--- config.mk ---
export PLATFORM = sky130hd
export DESIGN_NAME = hbridge_pwm
export DESIGN_NICKNAME = d
export VERILOG_FILES = /design/src/rtl/hbpwm_pkg.sv /design/src/rtl/hbpwm_duty_map.sv /design/src/rtl/hbpwm_core.sv /design/src/rtl/hbpwm_deadband.sv /design/src/rtl/hbridge_pwm.sv
export SDC_FILE = /design/constraint.sdc
export NUM_CORES = 1
export LEC_CHECK = 0
export BUFFER_PORTS_ARGS = -buffer_cell sky130_fd_sc_hd__clkbuf_2
export CAP_MARGIN = 20
export CORE_ASPECT_RATIO = 1.75
export CORE_UTILIZATION = 65
export CTS_BUF_LIST = sky130_fd_sc_hd__clkbuf_8
export CTS_CLUSTER_DIAMETER = 200
export DETAILED_ROUTE_END_ITERATION = 6
export PLACE_DENSITY_LB_ADDON = 0.05
export SLEW_MARGIN = 30
export SYNTH_ARGS = -nofsm -noshare
export SYNTH_HDL_FRONTEND = slang
export SYNTH_HIERARCHICAL = 1
export SYNTH_SLANG_ARGS = --single-unit
--- constraint.sdc ---
create_clock -name clk -period 4.7 [get_ports clk]
set_input_delay 0.47 -clock clk [delete_from_list [all_inputs] [get_ports clk]]
set_output_delay 0.47 -clock clk [all_outputs]
set_load 0.02 [all_outputs]
--- src/rtl/hbpwm_pkg.sv ---
// Shared definitions for the H-bridge PWM generator.
// Assumes: pair index 0 is the diagonal left_hi/right_lo, index 1 is right_hi/left_lo.
package hbpwm_pkg;
    localparam int PAIR_A = 0;
    localparam int PAIR_B = 1;
    localparam int NPAIRS = 2;

    typedef logic [NPAIRS-1:0] pair_vec_t;
endpackage

--- src/rtl/hbpwm_duty_map.sv ---
// Maps a signed control word to an unsigned compare value: ctrl + PERIOD/2,
// clamped to 0..PERIOD. Purely combinational.
// Assumes: PERIOD >= 2, CNT_W wide enough to hold PERIOD.
module hbpwm_duty_map #(
    parameter int PERIOD = 10000,
    parameter int CTRL_W = 16,
    parameter int CNT_W  = $clog2(PERIOD + 1)
) (
    input  logic signed [CTRL_W-1:0] ctrl_i,
    output logic        [CNT_W-1:0]  duty_o
);
    localparam int SW = (CTRL_W > CNT_W ? CTRL_W : CNT_W) + 2;

    logic signed [SW-1:0] sum;

    // Offset the signed word by half the period and clamp to the legal range.
    always_comb begin
        sum = SW'(ctrl_i) + SW'(PERIOD / 2);
        if (sum < 0)
            duty_o = '0;
        else if (sum > SW'(PERIOD))
            duty_o = CNT_W'(PERIOD);
        else
            duty_o = sum[CNT_W-1:0];
    end
endmodule

--- src/rtl/hbpwm_core.sv ---
// Period counter with a shadow duty register. The duty value is captured
// only at the wrap, and the raw pair-A request is high while count < duty.
// Assumes: duty_next_i is already clamped to 0..PERIOD.
module hbpwm_core #(
    parameter int PERIOD = 10000,
    parameter int CNT_W  = $clog2(PERIOD + 1)
) (
    input  logic             clk,
    input  logic             rst_n,
    input  logic [CNT_W-1:0] duty_next_i,
    output logic             wrap_o,
    output logic             raw_a_o
);
    logic [CNT_W-1:0] cnt_q;
    logic [CNT_W-1:0] duty_q;

    assign wrap_o  = (cnt_q == CNT_W'(PERIOD - 1));
    assign raw_a_o = (cnt_q < duty_q);

    // Free-running period counter, 0 .. PERIOD-1.
    always_ff @(posedge clk) begin
        if (!rst_n)
            cnt_q <= '0;
        else if (wrap_o)
            cnt_q <= '0;
        else
            cnt_q <= cnt_q + 1'b1;
    end

    // Shadow duty register, updated only on the period boundary.
    always_ff @(posedge clk) begin
        if (!rst_n)
            duty_q <= CNT_W'(PERIOD / 2);
        else if (wrap_o)
            duty_q <= duty_next_i;
    end


    duty_hold_chk: assert property (@(posedge clk) disable iff (!rst_n)
        !wrap_o |=> $stable(duty_q));

    duty_range_chk: assert property (@(posedge clk) disable iff (!rst_n)
        duty_q <= CNT_W'(PERIOD));
endmodule

--- src/rtl/hbpwm_deadband.sv ---
// Turn-on delay for one diagonal pair. The output rises only after the
// request has been held for DEAD cycles, and it falls in the same cycle the
// request drops. Assumes: DEAD >= 0.
module hbpwm_deadband #(
    parameter int DEAD = 400
) (
    input  logic clk,
    input  logic rst_n,
    input  logic want_i,
    output logic on_o
);
    localparam int DW = $clog2(DEAD + 2);

    logic [DW-1:0] dly_q;

    // Count consecutive request cycles, saturating at DEAD.
    always_ff @(posedge clk) begin
        if (!rst_n)
            dly_q <= '0;
        else if (!want_i)
            dly_q <= '0;
        else if (dly_q != DW'(DEAD))
            dly_q <= dly_q + 1'b1;
    end

    assign on_o = want_i && (dly_q == DW'(DEAD));


    on_needs_history_chk: assert property (@(posedge clk) disable iff (!rst_n)
        (DEAD > 0 && $rose(on_o)) |-> $past(want_i));

    fresh_request_off_chk: assert property (@(posedge clk) disable iff (!rst_n)
        (DEAD > 0 && $rose(want_i)) |-> !on_o);
endmodule

--- src/rtl/hbridge_pwm.sv ---
// Four-quadrant H-bridge PWM top. It maps the control word to a duty value,
// runs the period counter, applies the cycle-by-cycle current limit and
// delays each pair's turn-on. Assumes: ilim is already synchronous to clk.
module hbridge_pwm #(
    parameter int PERIOD = 10000,
    parameter int DEAD   = 400,
    parameter int CTRL_W = 16
) (
    input  logic                     clk,
    input  logic                     rst_n,
    input  logic signed [CTRL_W-1:0] ctrl,
    input  logic                     ilim,
    output logic                     left_hi,
    output logic                     left_lo,
    output logic                     right_hi,
    output logic                     right_lo
);
    import hbpwm_pkg::*;

    localparam int CNT_W = $clog2(PERIOD + 1);

    logic [CNT_W-1:0] duty_next;
    logic             wrap;
    logic             raw_a;
    logic             lim_q;
    logic             blank;
    pair_vec_t        want;
    pair_vec_t        on;

    hbpwm_duty_map #(.PERIOD(PERIOD), .CTRL_W(CTRL_W), .CNT_W(CNT_W)) u_map (
        .ctrl_i (ctrl),
        .duty_o (duty_next)
    );

    hbpwm_core #(.PERIOD(PERIOD), .CNT_W(CNT_W)) u_core (
        .clk         (clk),
        .rst_n       (rst_n),
        .duty_next_i (duty_next),
        .wrap_o      (wrap),
        .raw_a_o     (raw_a)
    );

    // Current-limit latch: set by ilim, cleared at the period wrap.
    always_ff @(posedge clk) begin
        if (!rst_n)
            lim_q <= 1'b0;
        else if (wrap)
            lim_q <= 1'b0;
        else if (ilim)
            lim_q <= 1'b1;
    end

    // Pair requests, blanked by the live or latched current limit.
    always_comb begin
        blank        = lim_q | ilim;
        want[PAIR_A] = raw_a & ~blank;
        want[PAIR_B] = ~raw_a & ~blank;
    end

    for (genvar g = 0; g < NPAIRS; g++) begin : g_pair
        hbpwm_deadband #(.DEAD(DEAD)) u_dead (
            .clk    (clk),
            .rst_n  (rst_n),
            .want_i (want[g]),
            .on_o   (on[g])
        );
    end

    assign left_hi  = on[PAIR_A];
    assign right_lo = on[PAIR_A];
    assign right_hi = on[PAIR_B];
    assign left_lo  = on[PAIR_B];


    no_shoot_through_chk: assert property (@(posedge clk) disable iff (!rst_n)
        !(left_hi && right_hi) && !(left_lo && right_lo));

    limit_blank_chk: assert property (@(posedge clk) disable iff (!rst_n)
        (lim_q || ilim) |-> !(left_hi || right_hi));

    limit_hold_chk: assert property (@(posedge clk) disable iff (!rst_n)
        (ilim && !wrap) |=> lim_q);
endmodule

Word level (Yosys, flattened, before mapping):

Cells that the tools add are included.

* flip-flop bits (word level): 47
* output and inout port bits: 4
* logic and storage cells: 30

* $add $sub $neg: 4
* order comparisons: 3
* equality and inequality tests: 5
* mux-type cells: 2
* bitwise gates (word level): 6
* reduce and logical (&&, ||, !) cells: 5

Operator list (number)
* $mux 14: 2
* $add 9x1->9 const B: 2
* $eq 9x9->1 const B: 2
* $ne 9x9->1 const B: 2
* $add 16x14->17 const B: 1
* $gt 17x15->1 const B: 1
* $lt 17x1->1 const B: 1
* $add 14x1->14 const B: 1
* $eq 14x14->1 const B: 1
* $lt 14x14->1: 1
* $reduce_and 2->1: 2
* $not 1->1: 3
* $and 1x1->1: 2
* $logic_and 1x1->1: 2
* $reduce_or 2->1: 1
* $or 1x1->1: 1

Depth between registers and ports, before layout:

* word-level depth: 4
* depth in mapped cells: 11
* gate-level depth less buffers: 10

Modules after synthesis:

Netlist, hierarchy kept.

By module, submodules not included
* hbpwm_core: times used 1, cells an instance 160, area each 1490.2 µm², seq. area each 560.5 µm²
* hbpwm_deadband: times used 2, cells an instance 51, area each 444.2 µm², seq. area each 180.2 µm²
* hbpwm_duty_map: times used 1, cells an instance 97, area each 599.3 µm², seq. area each 0.0 µm²
* hbridge_pwm: times used 1, cells an instance 7, area each 65.1 µm², seq. area each 20.0 µm²

Worst setup path after synthesis:

No wires, ideal clock.

* path type: register -> output
* from: register u_core.cnt_q[2]
* to: output right_lo
* arrival: 1.772 ns
* path slack: 2.458 ns
* stages on the path, launching flop included: 9
* cell sequence: dfxtp_1 -> ha_1 -> a21o_1 -> a31oi_1 -> o21ai_0 -> a21oi_1 -> and2_1 -> and3_1 -> buf_4

* word-level cells in the longest chain between the ends: 3

RTL lines
* start: declaration: RTL line hbpwm_core.sv:14 `logic [CNT_W-1:0] cnt_q;`
* start signal: assignment: RTL line hbpwm_core.sv:27 `cnt_q <= cnt_q + 1'b1;`
* $lt 14x14->1: RTL line hbpwm_core.sv:18 `assign raw_a_o = (cnt_q < duty_q);`
* via raw_a: RTL line hbridge_pwm.sv:24 `logic raw_a;`
* $and 1x1->1: RTL line hbridge_pwm.sv:56 `want[PAIR_A] = raw_a & ~blank;`
* via want[0]: RTL line hbridge_pwm.sv:27 `pair_vec_t want;`
* $logic_and 1x1->1: RTL line hbpwm_deadband.sv:26 `assign on_o = want_i && (dly_q == DW'(DEAD));`
* end: declaration: RTL line hbridge_pwm.sv:16 `output logic right_lo`

The timed path passes the listed nets, and every way through them passes these cells.

Final worst setup path:

* from: register u_core.cnt_q[7]
* to: output left_lo

* word-level cells in the longest chain between the ends: 4

RTL lines
* $lt 14x14->1: RTL line hbpwm_core.sv:18
* via raw_a: RTL line hbridge_pwm.sv:24
* $not 1->1: RTL line hbridge_pwm.sv:57 `want[PAIR_B] = ~raw_a & ~blank;`
* $and 1x1->1: RTL line hbridge_pwm.sv:57
* via want[1]: RTL line hbridge_pwm.sv:27
* $logic_and 1x1->1: RTL line hbpwm_deadband.sv:26
* end: declaration: RTL line hbridge_pwm.sv:14 `output logic left_lo,`

The timed path passes the listed nets, and every way through them passes these cells.

==> run summary <==
Crit path max fanout -> 5
End of the worst register-to-register path -> g_pair[0].u_dead/dly_q[0]$_SDFFE_PN0P_
Tcrit/Tclk final -> 57.7%
Htree depth -> 2
Placed Cells -> 426
Compound-cell area share of the yosys netlist -> 12.0%
Synth warn -> 6
Unrepaired setup endpoints after global routing -> false
Final Non-Filler Cells -> 434
CP Data Required Time -> 4.23 ns
Cell Area, Synth -> 0.00304 mm^2
Area after DPL -> 0.00313 mm^2
Share of the yosys chip area belonging to registers -> 30.9%
Clk_lat worst skew -> 0.30 ns
Io pins -> 23
Util after Layout -> 73.3%
Synth area leader -> dfxtp_1
Post-Syn Instances -> 366
Core Rows -> 32
Kind of end point of the critical path -> output port
Hold Path End -> lim_q$_SDFFE_PP0P_
Routability cong. -> 0.812
Clock sink count -> 47
Drt via density -> 6.13
Root buffer cell -> clkbuf_8
Fillers -> 373
Core area -> 0.00444 mm^2
Number of setup violations in the final report -> 0
Worst reg2reg startpoint -> u_core/cnt_q[7]$_SDFF_PP0_
Most frequent cell after synthesis -> dfxtp_1
Endpoints failing hold -> 0
Most frequent cells after synthesis -> dfxtp_1 (47), nor2_1 (31), inv_1 (26), nand2_1 (26)
IO Port Bufs -> 22
Worst Tran Pin Value -> 0.751 ns
Initial Utilization -> 68.5%
Clk buf depth -> 2
Antenna Violating Nets Remaining -> 0
Initial antenna violation count -> 0
Reg2reg setup slack -> 2.61 ns
Pin count of the biggest net entering global routing -> 23
Hold_sp -> ilim
Synth area leaders -> dfxtp_1 (31%), ha_1 (7.8%), mux2i_1 (4.6%), xnor2_1 (4.3%), nor2_1 (3.8%)
Yosys cell types -> 58
Largest family of logic cells by synthesized area -> simple AND/OR/NAND/NOR gates
CTS tree -> yes
Status -> finished clean
Total vias in the final route -> 2662
Pre-antenna DRT Iters -> 4
Die Y -> 92.5 um
Post-synth top area share -> 30.9%
Total track usage -> 27.6%
Slew margin rel. -> 49.6%
FF-to-FF path depth -> 8
Synth Area in XOR/XNOR -> 6.04%
Clock Skews -> 0.00631 ns
Mux share of post-synthesis cell area -> 4.61%
Final wirelength -> 6290 um
PwrDens -> 256 mW/mm^2
Finished Cell Area -> 0.00326 mm^2
Wire per inst -> 14.5 um
DRT iter0 DRCs -> 52
Post-CTS Setup Inserts -> 0
Net count after synthesis -> 404
Synth Area per Inst -> 8.31 um^2
Slew Limit Fails -> 0
DRC -> 0
Ys async rst share -> 0%
Simple logic cell fraction of the synthesized area -> 32.4%
Tightest Hold Check Type -> primary input to flop
Share of layout cells above drive strength 1 -> 12.3%
TritonCTS buffer count -> 5
P&R area growth vs syn -> 7.07%
Min Clock Period, post-route -> 2.71 ns
Post-Synth Adder-Cell Area -> 7.81%
N_diodes -> 0
CTS Hold Bufs -> 0
#FFs+latches synth -> 47
WS Path Type -> flop to output port
Die W -> 53.7 um
Fin nets -> 420
TNS Setup -> 0 ns
Crit path launch type -> flop
Die area -> 0.00497 mm^2
Hold path cells -> 3
Grt ovf -> 0
Post-synth top flop -> dfxtp_1
Peak Freq -> 369 MHz
DP HPWL -> 4900 um
Data arrival, critical path -> 2.24 ns
# Max-Cap Violations -> 0
First-pass GRT wire length -> 10300 um
Peak VDD IR -> 0.239 mV
Vias in the first global route -> 2616
Resized cells post-CTS -> 0
Post-synth EDFFs -> 0
Clock-pin slew on the worst setup and hold paths -> 0.09 ns
P_leak -> 0.00133 uW
## worst max-delay path, cell delays in order (launching register included)
cell	delay [ns]
dfxtp_1	0.40
ha_1	0.34
a21oi_1	0.07
o21a_1	0.18
o21ai_0	0.20
a21oi_1	0.10
nor3_1	0.25
and3_1	0.23
clkbuf_2	0.17
## sequential cells by signal, summed over array words and instances, names as in the netlist
| name | flops |
|---|---|
| g_pair.u_dead/dly_q | 18 |
| u_core/cnt_q | 14 |
| lim_q | 1 |
| u_core/duty_q | 14 |
## per-stage QoR
stage	worst slack, ns	power, uW	hold slack, ns
after CTS	1.97	838	0.463
after global routing	1.87	863	0.486
final	1.99	833	0.463
after global placement	2.06	496	0.459
after detailed placement	1.99	498	0.464
after floorplan	2.46	474	0.444
## metal layers
layer / up-vias / track usage [%] / part of all wire, %
li1: 1328 / - / -
met1: 1263 / 20.8 / 36
met2: 51 / 57.0 / 59
met3: 20 / 5.42 / 2.3
met4: 0 / 13.8 / 3.3
met5: - / 0 / 0
## cells in the final DEF, fill, tap and decap left out, drive strengths merged, types with 2 or more instances in the layout
cell type,netlist,final
dfxtp,47,47
nor2,33,33
inv,26,27
nand2,27,27
clkbuf,5,27
nand3,26,26
a21oi,24,24
ha,19,19
o21ai,16,16
xnor2,15,15
mux2i,14,14
nand4,12,12
nor2b,9,9
nor3,9,9
or3,9,9
and2,7,7
nor4,7,7
xor2,6,6
nand3b,5,5
and3,5,5
and4bb,4,4
a21o,3,3
nor3b,3,3
bufinv,0,2
or2b,2,2
o22ai,2,2
nand2b,2,2
a31oi,2,2
o21a,2,2
or4,2,2
a211oi,2,2
nor4b,2,2
## worst max-delay path by stage
stage                                           from                            end  slack [ns]  cells past startpoint
after detailed placement                     ctrl[8]  u_core/duty_q[9]$_SDFFE_PN1P_        1.99                      8
final                     u_core/cnt_q[7]$_SDFF_PP0_                        left_lo        1.99                      8
after global placement                       ctrl[8]  u_core/duty_q[9]$_SDFFE_PN1P_        2.06                      8
after floorplan           u_core/cnt_q[2]$_SDFF_PP0_                       right_lo        2.46                      8
after global routing      u_core/cnt_q[7]$_SDFF_PP0_                        left_lo        1.87                      8
after CTS                 u_core/cnt_q[7]$_SDFF_PP0_                        left_lo        1.97                      8
## power breakdown
part           internal [uW]  switching, uW
Sequential               401           4.59
Combinational           32.7           50.0
Clock                    210            134
## cell type report
class	count	area [um^2]	area share, %
clock buffers	5	68.8	2.11
repair buffers	22	110	3.38
well taps	51	63.8	1.96
flip-flops and latches	47	941	28.9
multi-input cells	280	1910	58.7
clock inverters	3	63.8	1.96
inverters	26	97.6	3.00
## cell families (layout without fill, tap and decap cells)
group                      Yosys count  after routing
AOI/OAI and AO/OA                   59             59
xor gates and xnor gates            21             21
buffers and inverters               39             56
muxes                               14             14
and+or+nand+nor                    167            167
DFF                                 47             47
adders and majority gates           19             19
No activity file was read; power rests on OpenSTA's default activity.
